### src/rtl/rlk_pkg.sv
package rlk_pkg;
  typedef enum logic {
    RLK_WATCH  = 1'b0,
    RLK_LOCKED = 1'b1
  } rlk_state_e;
endpackage

### src/rtl/hall_change_det.sv
// Registers the Hall bits and flags any difference from the previous sample.
module hall_change_det #(
  parameter int HALL_W = 3
) (
  input  logic              clk,
  input  logic              rst_n,
  input  logic [HALL_W-1:0] hall_i,
  output logic              changed_o
);
  logic [HALL_W-1:0] hall_q;
  logic [HALL_W-1:0] hall_d;

  always_comb begin
    hall_d = hall_i;
  end

  always_ff @(posedge clk or negedge rst_n) begin
    if (!rst_n) hall_q <= '0;
    else        hall_q <= hall_d;
  end

  assign changed_o = (hall_i != hall_q);
endmodule

### src/rtl/tick_window_counter.sv
// Counts tick pulses up to LIMIT. Clear has priority over hold.
// done_o pulses on the tick that completes the window; the count then wraps to zero.
module tick_window_counter #(
  parameter int LIMIT = 2000
) (
  input  logic clk,
  input  logic rst_n,
  input  logic clr_i,
  input  logic hold_i,
  input  logic tick_i,
  output logic done_o
);
  localparam int CNT_W = (LIMIT > 1) ? $clog2(LIMIT) : 1;
  localparam logic [CNT_W-1:0] LAST = CNT_W'(LIMIT - 1);

  logic [CNT_W-1:0] cnt_q;
  logic [CNT_W-1:0] cnt_d;
  logic             cnt_en;
  logic             at_last;

  assign at_last = (cnt_q == LAST);
  assign cnt_en  = clr_i | (tick_i & ~hold_i);
  assign done_o  = ~clr_i & ~hold_i & tick_i & at_last;

  always_comb begin
    cnt_d = cnt_q;
    if (clr_i)        cnt_d = '0;
    else if (at_last) cnt_d = '0;
    else              cnt_d = cnt_q + 1'b1;
  end

  always_ff @(posedge clk or negedge rst_n) begin
    if (!rst_n)      cnt_q <= '0;
    else if (cnt_en) cnt_q <= cnt_d;
  end
endmodule

### src/rtl/lock_fsm.sv
// Two-state control: watch for a stall, then hold the lock for one window.
module lock_fsm
  import rlk_pkg::*;
(
  input  logic clk,
  input  logic rst_n,
  input  logic psave_i,
  input  logic drive_en_i,
  input  logic hall_changed_i,
  input  logic window_done_i,
  output logic cnt_clr_o,
  output logic locked_o
);
  rlk_state_e state_q;
  rlk_state_e state_d;

  always_comb begin
    state_d = state_q;
    if (psave_i) begin
      state_d = RLK_WATCH;
    end else begin
      case (state_q)
        RLK_WATCH:  if (window_done_i) state_d = RLK_LOCKED;
        RLK_LOCKED: if (window_done_i) state_d = RLK_WATCH;
        default:    state_d = RLK_WATCH;
      endcase
    end
  end

  always_comb begin
    cnt_clr_o = psave_i;
    if (state_q == RLK_WATCH && (!drive_en_i || hall_changed_i)) cnt_clr_o = 1'b1;
  end

  always_ff @(posedge clk or negedge rst_n) begin
    if (!rst_n) state_q <= RLK_WATCH;
    else        state_q <= state_d;
  end

  assign locked_o = (state_q == RLK_LOCKED);
endmodule

### src/rtl/rotor_lock_timer.sv
module rotor_lock_timer #(
  parameter int TIMEOUT_TICKS = 2000,
  parameter int HALL_W        = 3
) (
  input  logic              clk,
  input  logic              rst_n,
  input  logic [HALL_W-1:0] hall_i,
  input  logic              drive_en_i,
  input  logic              psave_i,
  input  logic              ovtemp_i,
  input  logic              tick_i,
  output logic              lock_o,
  output logic              hs_off_o
);
  logic hall_changed;
  logic window_done;
  logic cnt_clr;
  logic locked;

  hall_change_det #(.HALL_W(HALL_W)) u_hall (
    .clk       (clk),
    .rst_n     (rst_n),
    .hall_i    (hall_i),
    .changed_o (hall_changed)
  );

  tick_window_counter #(.LIMIT(TIMEOUT_TICKS)) u_cnt (
    .clk    (clk),
    .rst_n  (rst_n),
    .clr_i  (cnt_clr),
    .hold_i (ovtemp_i),
    .tick_i (tick_i),
    .done_o (window_done)
  );

  lock_fsm u_fsm (
    .clk            (clk),
    .rst_n          (rst_n),
    .psave_i        (psave_i),
    .drive_en_i     (drive_en_i),
    .hall_changed_i (hall_changed),
    .window_done_i  (window_done),
    .cnt_clr_o      (cnt_clr),
    .locked_o       (locked)
  );

  assign lock_o   = locked;
  assign hs_off_o = locked;
endmodule

### config.mk
export PLATFORM = sky130hd
export DESIGN_NAME = rotor_lock_timer
export DESIGN_NICKNAME = d
export VERILOG_FILES = /design/src/rtl/rlk_pkg.sv /design/src/rtl/hall_change_det.sv /design/src/rtl/tick_window_counter.sv /design/src/rtl/lock_fsm.sv /design/src/rtl/rotor_lock_timer.sv
export SDC_FILE = /design/constraint.sdc
export NUM_CORES = 1
export LEC_CHECK = 0
export ABC_CLOCK_PERIOD_IN_PS = 4210
export BUFFER_PORTS_ARGS = -buffer_cell sky130_fd_sc_hd__buf_2
export CAP_MARGIN = 10
export CORE_MARGIN = 4
export CORE_UTILIZATION = 58
export DETAILED_ROUTE_END_ITERATION = 12
export PLACE_DENSITY = 0.81
export SLEW_MARGIN = 20
export SYNTH_ARGS = -nofsm -noshare
export SYNTH_HDL_FRONTEND = slang
export SYNTH_SLANG_ARGS = --single-unit
### constraint.sdc
create_clock -name clk -period 4.21 [get_ports clk]
set_input_delay 0.842 -clock clk [delete_from_list [all_inputs] [get_ports clk]]
set_output_delay 0.842 -clock clk [all_outputs]
set_load 0.005 [all_outputs]
Word-level counts from Yosys, hierarchy flattened --
Index checks and enable logic that the tools add are counted.
Storage, ports and cells: bits in read-only memories 0, output and inout port bits 2, input bits 9, logic and storage cells 24, memories kept 0, flip-flop bits (word level) 15, latch bits 0, RAM bits 0
Operators by class: div/mod/pow operators 0, magnitude comparators 0, bitwise gates (word level) 8, reduce and logical (&&, ||, !) cells 3, add/sub/neg operators 1, shift-type cells 0, multiply operators 0, muxes and demuxes 7, equal/unequal tests 2
Operators with widths (count):
- $mux 11 | 2
- $add 11x1->11 const B | 1
- $eq 11x11->1 const B | 1
- $and 1x1->1 | 4
- $mux 1 | 4
- $ne 3x3->1 | 1
- $not 1->1 | 3
- $pmux 1 s2 | 1
- $logic_and 1x1->1 | 1
- $logic_not 1->1 | 1
- $logic_or 1x1->1 | 1
- $or 1x1->1 | 1

Depth between registers and ports, before layout --
Gate-level depths: netlist of the first run.
depth after elaboration 11, gate-level depth with buffers 6

Cells and area by module --
A second synthesis of the first run with hierarchy kept.
Unflattened totals: cell total of the unflattened synthesis 86, area total of the unflattened synthesis 808.3 µm²
Modules (own cells, without submodules):
- tick_window_counter | area each 643.1 µm², cells an instance 73, seq. area each 275.3 µm², instances 1
- hall_change_det | area each 106.4 µm², cells an instance 7, seq. area each 75.1 µm², instances 1
- lock_fsm | area each 51.3 µm², cells an instance 5, seq. area each 25.0 µm², instances 1
- rotor_lock_timer | area each 7.5 µm², cells an instance 1, seq. area each 0.0 µm², instances 1

Least setup slack after synthesis of the first run --
Ideal clock, no wire load.
path kind input-to-reg, start input hall_i[0], end register u_fsm.state_q, in the netlist u_fsm.locked_o, buffers on the path 0, arrival time 1.655 ns, cell stages on the path 4, library setup time 0.125 ns, path slack 2.430 ns, cells stage by stage xnor2_1 a41oi_1 nor3_2 mux2_2
Between the ends: word-level cells in the longest chain between the ends 11, elaborated cells on any way between the ends 12, those cells by class 1 x eq/ne; 5 x mux; 4 x bitwise; 2 x reduce/logical
Ends and longest elaborated chain:
- start, declared | line rotor_lock_timer.sv:7 | input logic [HALL_W-1:0] hall_i,
- $ne 3x3->1 (*) | line hall_change_det.sv:22 | assign changed_o = (hall_i != hall_q);
- $logic_or 1x1->1 (*) | line lock_fsm.sv:32 | if (state_q == RLK_WATCH && (!drive_en_i || hall_changed_i)) cnt_clr_o = 1'b1;
- $logic_and 1x1->1 (*) | line lock_fsm.sv:32
- $mux 1 (*) | line lock_fsm.sv:32
- $not 1->1 (*) | line tick_window_counter.sv:23 | assign done_o = ~clr_i & ~hold_i & tick_i & at_last;
- $and 1x1->1 (*) (3 in a row) | line tick_window_counter.sv:23
- $mux 1 (on tied branches) | line lock_fsm.sv:24, lock_fsm.sv:23
- $pmux 1 s2 (*) | line lock_fsm.sv:22 | case (state_q)
- $mux 1 (*) | line lock_fsm.sv:19 | if (psave_i) begin
- via u_fsm.state_d | line lock_fsm.sv:15 | rlk_state_e state_d;
- end signal, assigned | line lock_fsm.sv:37 | else state_q <= state_d;
- end, declared | line lock_fsm.sv:14 | rlk_state_e state_q;
The timed path passes the listed nets; every way through them passes the cells marked *. A chain may end at the register's enable or synchronous reset.

Worst setup path after layout of the first run --
Same ends and word-level chain as after synthesis.

==> flow_metrics.env, run 1 <==
export IMPL_die_w_um=45.7
export IMPL_dp_cells=104
export IMPL_cp_start_kind="input port"
export IMPL_cpPeakStageDelay_ns=0.36
export IMPL_setup_violations=0
export IMPL_timing_hold_worst_class="input port to async pin"
export IMPL_ys_ff_latch=15
export IMPL_worst_setup_path_end_kind="register"
export IMPL_cts_hold_fix_buffers=0
export IMPL_wirelength_um=1550
export IMPL_cts_inserted_buffers=3
export IMPL_drt_drc_violations_left=0
export IMPL_detailedRoute_firstPassIterationCount=2
export IMPL_starting_drt_drc_count=24
export IMPL_syn_avg_cell_area_sq_um=9.82
export IMPL_setup_repair_after_global_routing_missed_its_margin="no"
export IMPL_post_cts_buffers=0
export IMPL_skew_ns=0.00571
export IMPL_floorplan_die_height_um=45.7
export IMPL_clock_root_buffer="clkbuf_4"
export IMPL_timing_critical_path_required_ns=4.38
export IMPL_number_of_global_route_vias_before_repair=591
export IMPL_commonest_non_fill_non_tap_cells_in_the_layout="dfrtp_1, nand2_1, buf_2, a21oi_1, nand3_1"
export IMPL_pin_count=11
export IMPL_drive_gt1_frac=0.226
export IMPL_power_per_cell_area_nw_per_um2=272
export IMPL_antenna_violations_before_repair=0
export IMPL_dieArea_sq_um=2090
export IMPL_antennaDiodeCount=0
export IMPL_post_layout_nonfiller_instances=108
export IMPL_cts_resized_gates=0
export IMPL_fp_coreArea_sq_um=1320
export IMPL_global_route_overflow_total=0
export IMPL_syn_cell_area_sq_um=825
export IMPL_cts_root_to_sink_buffers=2
export IMPL_rrSetupSlack_ns=2.43
export IMPL_worst_r2r_startpoint="u_cnt.cnt_q[0]"
export IMPL_post_route_worst_setup_slack_ns=2.26
export IMPL_yosysWarningCount=0
export IMPL_grt_util_all_layers=0.183
export IMPL_via_total_after_detailed_routing=638
export IMPL_routed_via_density=5.91
export IMPL_initial_utilization=0.626
export IMPL_avgRoutedWirePerCell_um=14.4
export IMPL_nNetsFinal=104
export IMPL_tns_ns=0
export IMPL_number_of_different_library_cells_in_the_post_synthesis_netlist=36
export IMPL_cts_clk_slew_worst_paths_ns=0.09
export IMPL_critical_path_slowest_cell="a41oi_2"
export IMPL_synthesis_instances=84
export IMPL_cts_htree_levels=1
export IMPL_yosys_top_cells_area="dfrtp_1, nand2_1, a21oi_1, xnor2_1, nand3_1"
export IMPL_placed_area_sq_um=861
export IMPL_power_leakage_nw=0.381
export IMPL_timing_max_cap_violations=0
export IMPL_cts_tree="done"
export IMPL_synth_edf_count=0
export IMPL_final_min_period_over_clock_period=0.464
export IMPL_clock_latency_ns=0.28
export IMPL_placement_rows=13
export IMPL_grt_start_max_net_pins=16
export IMPL_outcome="finished clean"
export IMPL_finalMaxSlewViolations=0
export IMPL_grt_pass1_wl_um=2650
export IMPL_dp_final_hpwl_um=1130
export IMPL_post_synth_top_area_cell="dfrtp_1"
export IMPL_finish_utilization=0.679
export IMPL_worst_slew_pin_transition_ns=0.622
export IMPL_post_place_setup_slack_ns=1.69
export IMPL_crit_arrival_ns=2.13
export IMPL_crit_chain="buf_2 -> xnor2_1 -> a41oi_2 -> nor3_2 -> mux2_2"
export IMPL_hold_viol_final=0
export IMPL_slew_headroom=0.586
export IMPL_reg2reg_to="u_fsm.locked_o"
export IMPL_timing_critical_path_fanout_max=12
export IMPL_clock_fmax_ghz=0.512
export IMPL_yosysTopAreaCellShare=0.455
export IMPL_power_uw=243
export IMPL_fin_crit_ns=1.95
export IMPL_tritoncts_num_sinks=15
export IMPL_mostFrequentLayoutCell="dfrtp_1"
export IMPL_routabilityCongestion=0.807
export IMPL_postSynth_asyncResetShare=1.00
export IMPL_top_reg_cell_synth="dfrtp_1"
export IMPL_max_vdd_ir_drop_mv=0.187
export IMPL_synth_sequential_area_ratio=0.455
export IMPL_worst_r2r_path_depth=5
export IMPL_port_buffers=10
export IMPL_post_synthesis_net_count=94
export IMPL_hold_worst_slack_ns=0.444
export IMPL_finish_instance_area_sq_um=895
export IMPL_timing_setup_critical_path_class="input port to register"
export IMPL_antenna_left=0
export IMPL_layout_area_overhead_vs_synth_pct=8.50
==> cells in the mapped netlist, types with 3 or more instances <==
cell type	number
nor2_1	4
nand2_1	11
dfrtp_1	15
a211oi_1	3
nand3_1	5
a21oi_1	7
xnor2_1	3
nor2b_1	3
==> area by class of cell <==
cell class,count,area (sq um)
fill,102,423
timing repair buffer,10,50.0
tap,15,18.8
inverter,1,3.75
sequential,15,375
clock buffer,4,26.3
multi-input combinational,63,420
==> per-layer routing <==
metal	vias up	share of wire	GRT usage
met5	-	0	0
met4	0	0.015	0.102
met3	4	0.024	0.0474
met2	6	0.53	0.295
met1	307	0.43	0.218
li1	321	-	-
==> state kept, by name, summed over array words and instances, names as in the netlist <==
register	cells
u_cnt.cnt_q	11
u_fsm.locked_o	1
u_hall.hall_q	3
==> report_power, final <==
group	total, mW	internal (mW)	switching (mW)
combinational	0.0165	0.00602	0.0104
clock	0.0802	0.0368	0.0434
sequential	0.146	0.145	0.000868
total	0.243	0.188	0.0547
==> how the worst max path moves through the flow <==
stage | startpoint | end | slack (ns) | cells after the start
floorplan | hall_i[0] | u_fsm.locked_o | 2.43 | 4
global placement | hall_i[0] | u_fsm.locked_o | 1.75 | 5
detailed placement | hall_i[0] | u_fsm.locked_o | 1.69 | 5
CTS | hall_i[0] | u_fsm.locked_o | 2.00 | 5
global route | tick_i | u_cnt.cnt_q[10] | 2.16 | 5
finish | hall_i[0] | u_fsm.locked_o | 2.26 | 5
==> logic make-up (layout without fill, tap and decap cells) <==
| group | after synthesis | in the layout | synth area share |
|---|---|---|---|
| flip-flops | 15 | 15 | 0.455 |
| XOR/XNOR | 5 | 5 | 0.0531 |
| multiplexers | 1 | 1 | 0.0137 |
| adder cells (fa/ha/maj) | 1 | 1 | 0.0152 |
| AO/OA/AOI/OAI | 20 | 20 | 0.164 |
| AND/OR/NAND/NOR | 36 | 36 | 0.255 |
| buffers and inverters | 6 | 15 | 0.0440 |
==> critical path: cells and delay by family <==
family	cells	cell delay, ns
buffers and inverters	1	0.11
multiplexers	1	0.35
AND/OR/NAND/NOR	1	0.28
AO/OA/AOI/OAI	1	0.36
XOR/XNOR	1	0.18
No activity file was read; power rests on OpenSTA's default activity.
==> run 2, diff against run 1 <==
--- a/config.mk
+++ b/config.mk
@@ -5,13 +5,13 @@
 export SDC_FILE = /design/constraint.sdc
 export NUM_CORES = 1
 export LEC_CHECK = 0
-export ABC_CLOCK_PERIOD_IN_PS = 4210
+export ABC_CLOCK_PERIOD_IN_PS = 2000
 export BUFFER_PORTS_ARGS = -buffer_cell sky130_fd_sc_hd__buf_2
 export CAP_MARGIN = 10
 export CORE_MARGIN = 4
-export CORE_UTILIZATION = 58
+export CORE_UTILIZATION = 54
 export DETAILED_ROUTE_END_ITERATION = 12
-export PLACE_DENSITY = 0.81
+export PLACE_DENSITY = 0.76
 export SLEW_MARGIN = 20
 export SYNTH_ARGS = -nofsm -noshare
 export SYNTH_HDL_FRONTEND = slang
==> constraint.sdc (replaced) <==
create_clock -name clk -period 2 [get_ports clk]
set_input_delay 0.4 -clock clk [delete_from_list [all_inputs] [get_ports clk]]
set_output_delay 0.4 -clock clk [all_outputs]
set_load 0.005 [all_outputs]
==> flow_metrics.env, run 2 (same netlist as run 1, synthesis figures left out) <==
export IMPL_outcome="finished clean"
export IMPL_timing_critical_path_fanout_max=9
export IMPL_starting_drt_drc_count=8
export IMPL_setup_repair_after_global_routing_missed_its_margin="no"
export IMPL_timing_max_cap_violations=0
export IMPL_timing_critical_path_required_ns=2.17
export IMPL_drt_drc_violations_left=0
export IMPL_routed_via_density=5.80
export IMPL_regMostFlops="u_cnt.cnt_q"
export IMPL_multiInputGateArea_sq_um=413
export IMPL_crit_chain="ha_1 -> and3_1 -> nand4_4 -> nor3_2 -> mux2_2"
export IMPL_cts_resized_gates=0
export IMPL_drive_gt1_frac=0.240
export IMPL_initial_utilization=0.603
export IMPL_wl_met2_um=767
export IMPL_finish_utilization=0.668
export IMPL_post_route_worst_setup_slack_ns=0.281
export IMPL_wl_met3_um=38
export IMPL_die_w_um=47.1
export IMPL_layout_area_overhead_vs_synth_pct=10.8
export IMPL_number_of_global_route_vias_before_repair=649
export IMPL_routedLengthMet1_um=746
export IMPL_antenna_violations_before_repair=0
export IMPL_clock_root_buffer="clkbuf_4"
export IMPL_final_min_period_over_clock_period=0.860
export IMPL_antennaDiodeCount=0
export IMPL_min_path_cells=1
export IMPL_placement_rows=13
export IMPL_timing_critical_path_max_delay_family="simple AND/OR/NAND/NOR gates"
export IMPL_worst_setup_path_end_kind="register"
export IMPL_critical_path_slowest_cell="dfrtp_1"
export IMPL_slew_headroom=0.713
export IMPL_cpPeakStageDelay_ns=0.41
export IMPL_hold_worst_slack_ns=0.243
export IMPL_timing_hold_worst_class="input port to register"
export IMPL_hold_viol_final=0
export IMPL_global_route_overflow_total=0
export IMPL_topRoutingLayerUsed="met4"
export IMPL_cts_root_to_sink_buffers=2
export IMPL_grt_util_all_layers=0.181
export IMPL_largest_register_ffs=11
export IMPL_crit_arrival_ns=1.89
export IMPL_dp_cells=106
export IMPL_avgRoutedWirePerCell_um=14.2
export IMPL_power_per_cell_area_nw_per_um2=567
export IMPL_grt_pass1_wl_um=2750
export IMPL_power_uw=518
export IMPL_placed_area_sq_um=876
export IMPL_routabilityCongestion=0.862
export IMPL_fp_coreArea_sq_um=1370
export IMPL_cts_clk_slew_worst_paths_ns=0.09
export IMPL_dp_final_hpwl_um=1190
export IMPL_post_layout_nonfiller_instances=111
export IMPL_tns_ns=0
export IMPL_via_total_after_detailed_routing=644
export IMPL_finalMaxSlewViolations=0
export IMPL_tritoncts_num_sinks=15
export IMPL_cts_inserted_buffers=3
export IMPL_detailedRoute_firstPassIterationCount=3
export IMPL_nNetsFinal=107
export IMPL_mostFrequentLayoutCell="dfrtp_1"
export IMPL_grt_start_max_net_pins=16
export IMPL_cts_htree_levels=1
export IMPL_worst_r2r_path_depth=5
export IMPL_regArea_sq_um=375
export IMPL_post_place_setup_slack_ns=0.307
export IMPL_commonest_non_fill_non_tap_cells_in_the_layout="dfrtp_1, nand2_1, buf_2, a21oi_1, nand3_1"
export IMPL_timing_critical_path_depth=5
export IMPL_final_fill_count=121
export IMPL_port_buffers=10
export IMPL_skew_ns=0.00666
export IMPL_pin_count=11
export IMPL_floorplan_die_height_um=47.1
export IMPL_antenna_left=0
export IMPL_timing_setup_critical_path_class="register to register"
export IMPL_clock_fmax_ghz=0.582
export IMPL_clock_latency_ns=0.29
export IMPL_worst_slew_pin_transition_ns=0.430
export IMPL_max_vdd_ir_drop_mv=0.475
export IMPL_setup_violations=0
export IMPL_cp_start_kind="register"
export IMPL_cts_tree="done"
export IMPL_fin_crit_ns=1.72
export IMPL_dieArea_sq_um=2220
export IMPL_cp_buffers_inverters=0
export IMPL_finish_instance_area_sq_um=913
export IMPL_wirelength_um=1580
export IMPL_power_leakage_nw=0.397
[run 2: cell count changes in the layout (fill, tap and decap cells not counted), sizes merged]
cell | before | now
buf | 10 | 12
clkbuf | 4 | 3
clkinv | 0 | 1
dlygate4sd3 | 0 | 1
[run 2: cell type report]
cell class / instances / area share
Timing Repair Buffer: 13 / 0.0822
Inverter: 1 / 0.00411
Multi-Input combinational cell: 63 / 0.452
Sequential cell: 15 / 0.411
Tap cell: 15 / 0.0205
Clock buffer: 3 / 0.0247
Clock inverter: 1 / 0.00548
[run 2: worst paths after layout]
check	start	slack, ns	end
max	u_cnt.cnt_q[0]	0.28	u_fsm.locked_o
min	hall_i[2]	0.24	u_hall.hall_q[2]
max reg2reg	u_cnt.cnt_q[0]	0.28	u_fsm.locked_o
min reg2reg	u_cnt.cnt_q[3]	0.55	u_cnt.cnt_q[3]
max in group asynchronous	rst_n	1.20	u_hall.hall_q[1]
min in group asynchronous	rst_n	0.54	u_cnt.cnt_q[10]
[run 2: routing by layer]
metal	global-route usage	up-vias
met2	0.290	8
met1	0.220	301
met3	0.0345	4
met4	0.116	0
met5	0	-
li1	-	331
[run 2: timing repair]
action | in CTS | in global routing
endpoints found under the setup margin | 0 | 0
hold buffers | 0 | 1
setup buffers | 0 | 0
endpoints found under the hold margin | 0 | 9
[run 2: power by group]
group          leakage [nW]  switching (mW)  total [mW]  internal, mW
Sequential            0.203         0.00153       0.308         0.306
Clock                0.0177          0.0998       0.174        0.0743
Combinational         0.176          0.0208      0.0364        0.0155
